File: src/rtl/bls_pkg.sv
package bls_pkg;
    typedef enum logic [1:0] {
        PH_IDLE   = 2'd0,
        PH_FIRST  = 2'd1,
        PH_SECOND = 2'd2
    } phase_e;
endpackage

File: src/rtl/split_plan.sv
module split_plan #(
    parameter int ADDR_W = 20
) (
    input  logic [ADDR_W-1:0] base_addr,
    input  logic              is_word,
    input  logic              second,
    output logic [ADDR_W-2:0] bank_addr,
    output logic              a0,
    output logic              bhe_n,
    output logic              needs_split
);
    logic [ADDR_W-1:0] cur_addr;

    always_comb begin
        cur_addr    = second ? base_addr + ADDR_W'(1) : base_addr;
        bank_addr   = cur_addr[ADDR_W-1:1];
        a0          = cur_addr[0];
        needs_split = is_word & base_addr[0];
        if (second) begin
            bhe_n = 1'b1;
        end else begin
            bhe_n = ~(is_word | base_addr[0]);
        end
    end
endmodule

File: src/rtl/lane_steer.sv
module lane_steer #(
    parameter int BYTE_W = 8,
    localparam int DW    = 2 * BYTE_W
) (
    input  logic          lo_en,
    input  logic          hi_en,
    input  logic          second,
    input  logic          is_write,
    input  logic [DW-1:0] req_wdata,
    input  logic [DW-1:0] bus_rdata,
    input  logic [DW-1:0] rdata_acc,
    output logic [DW-1:0] bus_wdata,
    output logic [DW-1:0] rdata_next
);
    localparam logic [BYTE_W-1:0] ZB = '0;

    always_comb begin
        if (!is_write) begin
            bus_wdata = '0;
        end else if (second) begin
            bus_wdata = {ZB, req_wdata[DW-1:BYTE_W]};
        end else if (lo_en && hi_en) begin
            bus_wdata = req_wdata;
        end else if (hi_en) begin
            bus_wdata = {req_wdata[BYTE_W-1:0], ZB};
        end else begin
            bus_wdata = {ZB, req_wdata[BYTE_W-1:0]};
        end

        if (second) begin
            rdata_next = {bus_rdata[BYTE_W-1:0], rdata_acc[BYTE_W-1:0]};
        end else if (lo_en && hi_en) begin
            rdata_next = bus_rdata;
        end else if (hi_en) begin
            rdata_next = {ZB, bus_rdata[DW-1:BYTE_W]};
        end else begin
            rdata_next = {ZB, bus_rdata[BYTE_W-1:0]};
        end
    end
endmodule

File: src/rtl/byte_lane_splitter.sv
module byte_lane_splitter
    import bls_pkg::*;
#(
    parameter int ADDR_W = 20,
    parameter int BYTE_W = 8,
    localparam int DW    = 2 * BYTE_W,
    localparam int BAW   = ADDR_W - 1
) (
    input  logic              clk,
    input  logic              rst_n,
    input  logic              req_valid,
    output logic              req_ready,
    input  logic [ADDR_W-1:0] req_addr,
    input  logic              req_word,
    input  logic              req_write,
    input  logic [DW-1:0]     req_wdata,
    output logic              bus_valid,
    output logic [BAW-1:0]    bus_bank_addr,
    output logic              bus_a0,
    output logic              bus_bhe_n,
    output logic              bus_write,
    output logic [DW-1:0]     bus_wdata,
    input  logic              bus_done,
    input  logic [DW-1:0]     bus_rdata,
    output logic              done,
    output logic [DW-1:0]     rdata
);
    typedef struct packed {
        phase_e            ph;
        logic [ADDR_W-1:0] addr;
        logic              word;
        logic              wr;
        logic [DW-1:0]     wdata;
        logic [DW-1:0]     rdata;
        logic              done;
    } st_t;

    st_t st_d, st_q;

    logic          second;
    logic          split;
    logic [DW-1:0] rd_next;

    assign second = (st_q.ph == PH_SECOND);

    split_plan #(.ADDR_W(ADDR_W)) i_plan (
        .base_addr  (st_q.addr),
        .is_word    (st_q.word),
        .second     (second),
        .bank_addr  (bus_bank_addr),
        .a0         (bus_a0),
        .bhe_n      (bus_bhe_n),
        .needs_split(split)
    );

    lane_steer #(.BYTE_W(BYTE_W)) i_steer (
        .lo_en     (~bus_a0),
        .hi_en     (~bus_bhe_n),
        .second    (second),
        .is_write  (st_q.wr),
        .req_wdata (st_q.wdata),
        .bus_rdata (bus_rdata),
        .rdata_acc (st_q.rdata),
        .bus_wdata (bus_wdata),
        .rdata_next(rd_next)
    );

    always_comb begin
        st_d      = st_q;
        st_d.done = 1'b0;
        case (st_q.ph)
            PH_IDLE: begin
                if (req_valid) begin
                    st_d.ph    = PH_FIRST;
                    st_d.addr  = req_addr;
                    st_d.word  = req_word;
                    st_d.wr    = req_write;
                    st_d.wdata = req_wdata;
                    st_d.rdata = '0;
                end
            end
            PH_FIRST: begin
                if (bus_done) begin
                    if (!st_q.wr) begin
                        st_d.rdata = rd_next;
                    end
                    if (split) begin
                        st_d.ph = PH_SECOND;
                    end else begin
                        st_d.ph   = PH_IDLE;
                        st_d.done = 1'b1;
                    end
                end
            end
            PH_SECOND: begin
                if (bus_done) begin
                    if (!st_q.wr) begin
                        st_d.rdata = rd_next;
                    end
                    st_d.ph   = PH_IDLE;
                    st_d.done = 1'b1;
                end
            end
            default: st_d.ph = PH_IDLE;
        endcase
    end

    always_ff @(posedge clk) begin
        if (!rst_n) begin
            st_q <= '0;
        end else begin
            st_q <= st_d;
        end
    end

    assign req_ready = (st_q.ph == PH_IDLE);
    assign bus_valid = (st_q.ph != PH_IDLE);
    assign bus_write = st_q.wr;
    assign done      = st_q.done;
    assign rdata     = st_q.rdata;

    // some bank is always enabled during a transfer
    p_lane_sel_r2: assert property (@(posedge clk) disable iff (!rst_n)
        bus_valid |-> !(bus_a0 && bus_bhe_n));

    // accepted request shows up as the first transfer address
    p_accept_addr_r9: assert property (@(posedge clk) disable iff (!rst_n)
        (req_valid && req_ready) |=>
            (bus_valid && bus_bank_addr == $past(req_addr[ADDR_W-1:1])));

    // descriptor holds while the sequencer stalls
    p_hold_r11: assert property (@(posedge clk) disable iff (!rst_n)
        (bus_valid && !bus_done) |=>
            (bus_valid && $stable(bus_bank_addr) && $stable(bus_a0) &&
             $stable(bus_bhe_n) && $stable(bus_wdata) && $stable(bus_write)));

    // no lane is driven on reads
    p_rd_quiet_r11: assert property (@(posedge clk) disable iff (!rst_n)
        (bus_valid && !bus_write) |-> (bus_wdata == '0));

    // split word continues with the even byte only
    p_second_low_r6: assert property (@(posedge clk) disable iff (!rst_n)
        (st_q.ph == PH_FIRST && bus_done && split) |=>
            (bus_valid && !bus_a0 && bus_bhe_n));

    // second byte address is the first plus one, wrapping
    p_next_addr_r7: assert property (@(posedge clk) disable iff (!rst_n)
        (st_q.ph == PH_FIRST && bus_done && split) |=>
            ({bus_bank_addr, bus_a0} ==
             ADDR_W'($past({bus_bank_addr, bus_a0}) + ADDR_W'(1))));

    // done is a single-cycle pulse that follows a finished transfer
    p_done_pulse_r10: assert property (@(posedge clk) disable iff (!rst_n)
        done |=> !done);

    p_done_cause_r10: assert property (@(posedge clk) disable iff (!rst_n)
        done |-> ($past(bus_done) && $past(bus_valid)));
endmodule

File: config.mk
export PLATFORM = sky130hd
export DESIGN_NAME = byte_lane_splitter
export DESIGN_NICKNAME = d
export VERILOG_FILES = /design/src/rtl/bls_pkg.sv /design/src/rtl/split_plan.sv /design/src/rtl/lane_steer.sv /design/src/rtl/byte_lane_splitter.sv
export SDC_FILE = /design/constraint.sdc
export NUM_CORES = 1
export LEC_CHECK = 0
export BUFFER_PORTS_ARGS = -buffer_cell sky130_fd_sc_hd__buf_2
export CAP_MARGIN = 30
export CORE_AREA = 5 5 81 101
export CTS_CLUSTER_DIAMETER = 120
export DETAILED_ROUTE_END_ITERATION = 10
export DIE_AREA = 0 0 86 106
export PLACE_DENSITY = 0.78
export SLEW_MARGIN = 20
export SYNTH_ARGS = -nofsm -noshare
export SYNTH_HDL_FRONTEND = slang
export SYNTH_SLANG_ARGS = --single-unit
File: constraint.sdc
create_clock -name clk -period 2.8 [get_ports clk]
set_input_delay 0.56 -clock clk [delete_from_list [all_inputs] [get_ports clk]]
set_output_delay 0.56 -clock clk [all_outputs]
set_load 0.005 [all_outputs]
# --- Word level (Yosys, flattened, before mapping) ---
# Cells that the tools add are included.
totals:
  mem_bits_rw: 0
  regBits: 57
  romBits: 0
  memories: 0
  wordCells: 45
  out_inout_bits: 57
  latch_bits: 0
classes:
  muxes: 20
  n_shift: 0
  magnitude_cmp: 0
  reduce_logical: 7
  div_mod_pow: 0
  n_eq_ne: 5
  n_addsub: 1
  n_bitwise: 5
  mul: 0
op_table:
  columns: ["operator", "n"]
  rows:
  - ["$mux 16", 7]
  - ["$mux 56", 1]
  - ["$pmux 16 s3", 1]
  - ["$mux 17", 2]
  - ["$add 20x1->20 const B", 1]
  - ["$mux 20", 1]
  - ["$mux 8", 1]
  - ["$mux 2", 3]
  - ["$ne 2x2->1 const B", 3]
  - ["$pmux 2 s3", 1]
  - ["$reduce_and 4->1", 1]
  - ["$not 1->1", 3]
  - ["$reduce_and 3->1", 1]
  - ["$reduce_bool 3->1", 1]
  - ["$eq 2x1->1 const B", 1]
  - ["$eq 2x2->1 const B", 1]
  - ["$logic_not 2->1", 1]
  - ["$mux 1", 2]
  - ["$pmux 1 s2", 1]
  - ["$reduce_and 2->1", 1]
  - ["$reduce_bool 2->1", 1]
  - ["$and 1x1->1", 1]
  - ["$logic_and 1x1->1", 1]
  - ["$or 1x1->1", 1]

# --- Longest topological paths before layout ---
# Gate-level depths: netlist of run 1.
depth:
  depth_word: 10
  mapped_depth: 8
  depth_no_buf: 6

# --- Hierarchy ---
# Synthesis of run 1 repeated with hierarchy kept, for this count alone.
hier_totals:
  cells_unflattened: 464
  area_unflattened_um2: 3638.5
modules_own_cells:
  columns: ["module", "instances", "cells_each", "area_each_um2"]
  rows:
  - ["byte_lane_splitter", 1, 306, 2590.0]
  - ["lane_steer", 1, 102, 628.1]
  - ["split_plan", 1, 56, 420.4]

# --- Worst setup path before layout of run 1 ---
# No wires, ideal clock.
synth_path:
  kind: "flip-flop to output port"
  from: "register st_q[55] (netlist bit)"
  to: "output bus_wdata[10]"
  slack_ns: 0.620
  arrival_time_ns: 1.620
  t_required_ns: 2.240
  stages_incl_launch_ff: 8
  path_buffers: 1
  path_cell_list: "dfxtp_1 -> inv_1 -> ha_1 -> buf_6 -> or3b_4 -> a21oi_4 -> a22oi_1 -> nor2_1"
synth_between:
  elab_chain_len: 7
synth_lines:
  columns: ["element", "line_no", "rtl"]
  rows:
  - ["start, declared", "byte_lane_splitter.sv:38", "st_t st_d, st_q;"]
  - ["start signal, assigned", "byte_lane_splitter.sv:112", "st_q <= st_d;"]
  - ["$eq 2x2->1 *", "byte_lane_splitter.sv:44", "assign second = (st_q.ph == PH_SECOND);"]
  - ["$mux 20 or $mux 1 (tied branches)", "split_plan.sv:15, split_plan.sv:19", null]
  - ["$not 1->1 (on tied branches)", "byte_lane_splitter.sv:57, byte_lane_splitter.sv:58", null]
  - ["$logic_and 1x1->1", "lane_steer.sv:22", "end else if (lo_en && hi_en) begin"]
  - ["$mux 16", "lane_steer.sv:22", null]
  - ["$mux 16 *", "lane_steer.sv:20", "end else if (second) begin"]
  - ["$mux 16 *", "lane_steer.sv:18", "if (!is_write) begin"]
  - ["end, declared", "byte_lane_splitter.sv:22", "output logic [DW-1:0] bus_wdata,"]
# Every way passes the cells marked *; elsewhere a longest branch is shown, timed or not.

# --- Final worst setup path of run 1 ---
layout_path:
  from: "register st_q[35] (netlist bit)"
  to: "output bus_bank_addr[14]"
layout_between:
  elab_chain_len: 2
layout_lines:
  columns: ["element", "line_no", "rtl"]
  rows:
  - ["$add 20x1->20", "split_plan.sv:15", "cur_addr = second ? base_addr + ADDR_W'(1) : base_addr;"]
  - ["$mux 20", "split_plan.sv:15", null]
  - ["end, declared", "byte_lane_splitter.sv:18", "output logic [BAW-1:0] bus_bank_addr,"]
# No other way between the ends.

==> results.toml, run 1 <==
[timing]
tightestPinTransition_ps = 712
fin_skew_ps = 9.83
max_freq_mhz = 371
layout_worst_path_cycle_share_pct = 96.3
slew_headroom_pct = 52.6
period_needed_ps = 2700
rsz0062_at_grt = "no"
report.final.hold_viol_count = 0
setup_violations = 0
fin_setup_tns_ps = 0
drv_slew = 0
postLayoutSetupSlackWorst_ps = 103

[power]
power_density_mw_per_mm2 = 467
cellLeakagePower_uw = 0.00184
irDropWorstVdd_uv = 353

[cts]
tritoncts.num_buffers = 9
clkTransAtPathRegs_ps = 70
h-tree-depth = 3
cts_hold_repair.buffers = 0
cts-root-buf = "clkbuf_8"
cts.sinks = 57
tritoncts = "built"
clock_latency_ps = 350
clockBufferDepth = 2

[yosys]
synth_most_common_cell = "nand2_1"
synth.ff_latch_count = 57
synth_area_mm2 = 0.00350
synth_top_flop_cell = "dfxtp_1"
netlist_instances = 441
syn_avg_cell_area_um2 = 7.95
ys_top_cells_by_area = "dfxtp_1 33%, nand2_1 11%, a21boi_0 8.1%, xnor2_1 4.0%, buf_4 3.9%"
synth_warnings = 0
synthesis.nets = 504
netlist.area_leader.share_pct = 32.6
synth-edff-count = 0
netlist_top_cells_count = "103 x nand2_1, 57 x dfxtp_1, 38 x a21boi_0"
synth_seq_area_share_pct = 32.6
synth-async-reset-ratio_pct = 0
netlist.top_cell.by_area = "dfxtp_1"
yosys.cell_types.count = 47

[finish]
nets = 593
share_of_layout_cells_above_drive_strength_1_pct = 29.2
fin_cells = 627
areaGrowthSynthToFinish_pct = 19.5
antenna_cells_inserted = 0
fin_area_mm2 = 0.00419
nFillCells = 689

[die]
dieArea_mm2 = 0.00912
fp.coreArea_mm2 = 0.00723
die_y_um = 106
dieWidth_um = 86
initial_utilization_pct = 48.5
num_rows = 35
ioPinCount = 115

[worst_setup_path]
worst-path-max-fanout = 20
worstSetupStartpointType = "register"
worst_ep_required_time_ps = 2240
worst_ep_arrival_time_ps = 2140
timing_worst_setup_path_type = "reg -> out"
critical_path.endpoint_type = "output port"

[global_routing]
grt_use_total_pct = 20.8
grt-ovfl-total = 0
largest_net_degree_at_the_start_of_global_routing = 44
grt_first_pass_wirelength_mm = 15.2
antenna_found_initial = 0
vias_in_the_first_global_route = 3262

[detailed_routing]
firstDrtPassIters = 4
detail_route.wirelength_mm = 9.44
drt_iter0_drc = 176
via_count = 3389
drt_drc_violations_left = 0
ant_nets = 0
drt-wirelength-per-cell_um = 15.1
drt-vias-per-instance = 5.41

[placed_design]
dp_worst_setup_slack_ps = 359
placed_cell_area_mm2 = 0.00398
hpwl_mm = 6.85
placed_cells_incl_taps = 610
placement.io_buffers = 114
finalWeightedCongestion = 0.909

[run]
number_of_violations_of_the_max_capacitance_limit = 0

[status]
status = "completed"

[worst_hold_path]
min_path_type = "in -> reg"
[final timing paths]
| path | start | to | cells after the start | slack, ps |
|---|---|---|---|---|
| max | st_q[35]$_SDFFE_PN0P_ | bus_bank_addr[14] | 7 | 100 |
| min | req_addr[12] | st_q[47]$_SDFFE_PN0P_ | 3 | 460 |
| max reg2reg | st_q[55]$_SDFFE_PN0P_ | rdata[1]$_SDFFE_PN0P_ | 6 | 640 |
| min reg2reg | rdata[3]$_SDFFE_PN0P_ | rdata[3]$_SDFFE_PN0P_ | 1 | 460 |
[cell usage in the layout (no fill, tap or decap), drive strengths merged, types with 11 or more instances in the layout]
cell type and count:
nand2 104, xnor2 16, inv 19, nor2 29
and2 12, a21boi 38, clkbuf 11, o21ai 12
dfxtp 57, a21oi 18, buf 124
[area by class of cell]
class / count / area [um^2] / area share (%)
multi-input combinational: 319 / 2020 / 48.3
sequential: 57 / 1140 / 27.3
timing repair buffer: 124 / 649 / 15.5
clock buffer: 11 / 131 / 3.14
tap: 92 / 115 / 2.75
inverter: 19 / 71.3 / 1.70
clock inverter: 5 / 56.3 / 1.34
[routing by layer]
layer	up-vias	wire length, um	track usage [%]
met5	-	0	0
met3	22	716	4.73
li1	1685	-	-
met2	146	4480	33.8
met4	0	267	10.7
met1	1536	3980	25.2
[worst max-delay path: stages, from the launching register on]
cell and delay (ps):
dfxtp_1 340, buf_4 270, nand3_1 220, nor4_4 330
buf_4 190, nand3_1 110, xnor2_1 190, buf_2 140
[cell families (layout without fill, tap and decap cells)]
| logic type | after synthesis | in the layout | synth area share [%] |
|---|---|---|---|
| simple gates | 172 | 172 | 24.1 |
| compound gates | 120 | 120 | 25.8 |
| buf+inv | 65 | 159 | 9.96 |
| flops | 57 | 57 | 32.6 |
| xor+xnor | 19 | 19 | 4.75 |
| fa+ha+maj | 5 | 5 | 1.79 |
| mux | 3 | 3 | 0.964 |
[through the flow]
step | utilization, % | hold slack, ps | power, uW
after detailed placement | 55.1 | 449 | 1220
after global placement | 55.1 | 446 | 1220
final | 57.9 | 458 | 1960
after floorplan | - | 443 | 1100
after CTS | 57.7 | 442 | 1980
after global routing | 57.9 | 447 | 2050
[where the power goes]
group	internal (uW)	switching [uW]	total, uW
logic	138	180	318
clock network	409	337	747
registers	851	40.5	892
total	1400	558	1960
[flip-flops by register name, indices dropped and copies added (netlist names)]
signal     count
bus_write      1
done           1
rdata         16
st_q          39
[what timing repair did]
item / 4_1_cts / 5_1_grt
pin swaps: 0 / 2
buffers inserted: 0 / 1
setup endpoints to repair: 4 / 23
endpoints found under the hold margin: 0 / 0
resized for setup: 1 / 2
Power figures use the tool's default switching activity.
==> run 2, diff against run 1 <==
--- a/config.mk
+++ b/config.mk
@@ -9,7 +9,9 @@
 export CAP_MARGIN = 30
-export CORE_AREA = 5 5 81 101
+export CORE_AREA = 5 5 79 99
+export CTS_BUF_LIST = sky130_fd_sc_hd__clkbuf_8
 export CTS_CLUSTER_DIAMETER = 120
 export DETAILED_ROUTE_END_ITERATION = 10
-export DIE_AREA = 0 0 86 106
-export PLACE_DENSITY = 0.78
+export DIE_AREA = 0 0 84 104
+export PLACE_DENSITY = 0.82
+export SKIP_LAST_GASP = 1
 export SLEW_MARGIN = 20
--- a/constraint.sdc
+++ b/constraint.sdc
@@ -3,2 +3,2 @@
 set_output_delay 0.56 -clock clk [all_outputs]
-set_load 0.005 [all_outputs]
+set_load 0.05 [all_outputs]
==> results.toml, run 2 (synthesized netlist as in run 1, its figures left out) <==
[die]
initial_utilization_pct = 51.5
dieWidth_um = 84
ioPinCount = 115
die_y_um = 104
dieArea_mm2 = 0.00874
num_rows = 34
fp.coreArea_mm2 = 0.00681

[cts]
tritoncts = "built"
clkTransAtPathRegs_ps = 60
cts-root-buf = "clkbuf_8"
clockBufferDepth = 2
cts_hold_repair.buffers = 0
cts.sinks = 57
clock_latency_ps = 330
tritoncts.num_buffers = 9
h-tree-depth = 3

[timing]
rsz0062_at_grt = "yes"
fin_skew_ps = 5.35
drv_slew = 0
report.final.hold_viol_count = 0
tightestPinTransition_ps = 546
slew_headroom_pct = 63.3
layout_worst_path_cycle_share_pct = 97.5
max_freq_mhz = 366
period_needed_ps = 2730
setup_violations = 0

[worst_setup_path]
worst_ep_arrival_time_ps = 2170
r2r_slack_ps = 790
critical_path.endpoint_type = "output port"
r2r_start = "st_q[55]$_SDFFE_PN0P_"
reg2reg_to = "rdata[3]$_SDFFE_PN0P_"
worst-path-max-fanout = 8
ff2ff_path_depth = 7
worst_ep_required_time_ps = 2240
critPathSlowestCell = "or3b_4"
critPathMaxStageDelay_ps = 380
worstSetupStartpointType = "register"
timing_worst_setup_path_type = "reg -> out"
worstPathCellList = "inv_2, ha_2, or3b_4, a21oi_4, a22oi_1, nor2_1, buf_4"

[power]
power_density_mw_per_mm2 = 498
comb_power_share_pct = 20.2
share_seq_of_total_power_pct = 41.7
irDropWorstVdd_uv = 406
p_sw_share_pct = 30.0
cellLeakagePower_uw = 0.00188
internal-power_uw = 1500
switching_power_uw = 642
clockPowerShare_pct = 38.2

[finish]
areaGrowthSynthToFinish_pct = 22.8
antenna_cells_inserted = 0
most_frequent_standard_cell_in_the_layout_excluding_fill_and_tap_cells = "nand2_1"
mostFrequentLayoutCells = "103 x nand2_1, 102 x buf_2, 56 x dfxtp_1"
largest-register = "st_q"
largest_reg_flops = 39
share_of_layout_cells_above_drive_strength_1_pct = 30.9
fin_area_mm2 = 0.00430
fin_cells = 628
nFillCells = 602
nets = 597

[global_routing]
grt-ovfl-total = 0
vias_in_the_first_global_route = 3350
antenna_found_initial = 0
largest_net_degree_at_the_start_of_global_routing = 40
grt_first_pass_wirelength_mm = 15.4
grt_use_total_pct = 21.1

[worst_hold_path]
min_path_type = "reg -> reg"
timing.hold.worst_path_depth = 2
timing.hold.worst.start = "st_q[43]$_SDFFE_PN0P_"
worst_hold_path.endpoint = "st_q[43]$_SDFFE_PN0P_"

[placed_design]
placement.io_buffers = 114
placed_cells_incl_taps = 609
placed_cell_area_mm2 = 0.00399
finalWeightedCongestion = 0.891
hpwl_mm = 6.79

[detailed_routing]
drt-vias-per-instance = 5.69
firstDrtPassIters = 5
ant_nets = 0
via_count = 3573
detail_route.wirelength_mm = 9.74
drt_iter0_drc = 209
drt-wirelength-per-cell_um = 15.5
drt_drc_violations_left = 0

[run]
number_of_violations_of_the_max_capacitance_limit = 0

[status]
status = "completed"
## run 2: cell count changes in the layout (fill, tap and decap cells not counted), sizes merged
| cell | previous run | this run |
|---|---|---|
| buf | 124 | 125 |
| clkinv | 3 | 1 |
| clkinvlp | 1 | 0 |
| clkbuf | 11 | 16 |
## run 2: metrics by stage
stage          setup TNS (ps)  hold slack (ps)  power (uW)  util [%]  worst slack (ps)
2_1_floorplan               0              443        1200         -              8.23
3_3_place_gp                0              448        1320      58.5               304
3_5_place_dp                0              458        1330      58.5               166
4_1_cts                     0              468        2140      61.9              8.75
5_1_grt                 -17.8              466        2240      63.2             -10.8
6_report                    0              464        2140      63.2              69.7
## run 2: repair_timing
| action | CTS | global route |
|---|---|---|
| gates cloned | 0 | 0 |
| hold endpoints to repair | 0 | 0 |
| setup buffers | 0 | 4 |
| setup endpoints to repair | 21 | 23 |
| pin swaps | 2 | 4 |
| gates resized for setup | 5 | 27 |
## run 2: power groups by stage
stage | Combinational, uW | Clock (uW) | Sequential, uW
after floorplan | 297 | 0 | 901
after global placement | 412 | 0 | 906
after detailed placement | 420 | 0 | 908
after CTS | 424 | 828 | 890
after global routing | 467 | 875 | 897
final | 432 | 817 | 892
## run 2: layer usage
metal  global-route usage [%]  up-vias  wire length [um]
met3                     6.18       32               866
met4                     9.20        0               314
li1                         -     1691                 -
met1                     25.6     1673              3840
met2                     34.6      177              4710
met5                        0        -                 0
## run 2: worst max-delay path by stage
| stage | start | endpoint | depth (start not counted) |
|---|---|---|---|
| 2_1_floorplan | st_q[55]$_SDFFE_PN0P_ | bus_bank_addr[18] | 7 |
| 3_3_place_gp | st_q[55]$_SDFFE_PN0P_ | bus_wdata[15] | 8 |
| 3_5_place_dp | st_q[55]$_SDFFE_PN0P_ | bus_wdata[12] | 8 |
| 4_1_cts | st_q[55]$_SDFFE_PN0P_ | bus_wdata[12] | 8 |
| 5_1_grt | st_q[35]$_SDFFE_PN0P_ | bus_bank_addr[17] | 6 |
| 6_report | st_q[55]$_SDFFE_PN0P_ | bus_wdata[15] | 7 |
## run 2: area by class of cell
type,instances,area (um^2),share of cell area [%]
well taps,90,113,2.62
repair buffers,128,722,16.8
multi-input cells,319,2040,47.4
clock buffers,13,179,4.16
inverters,19,71.3,1.66
flip-flops and latches,57,1140,26.5
clock inverters,2,35.0,0.814
## run 2: worst max-delay path, delay by kind of cell (launching register included)
family | cells | cell delay, ps
and+or+nand+nor | 2 | 530
AOI/OAI and AO/OA | 2 | 460
buffers and inverters | 2 | 290
DFF | 1 | 350
adders and majority gates | 1 | 210
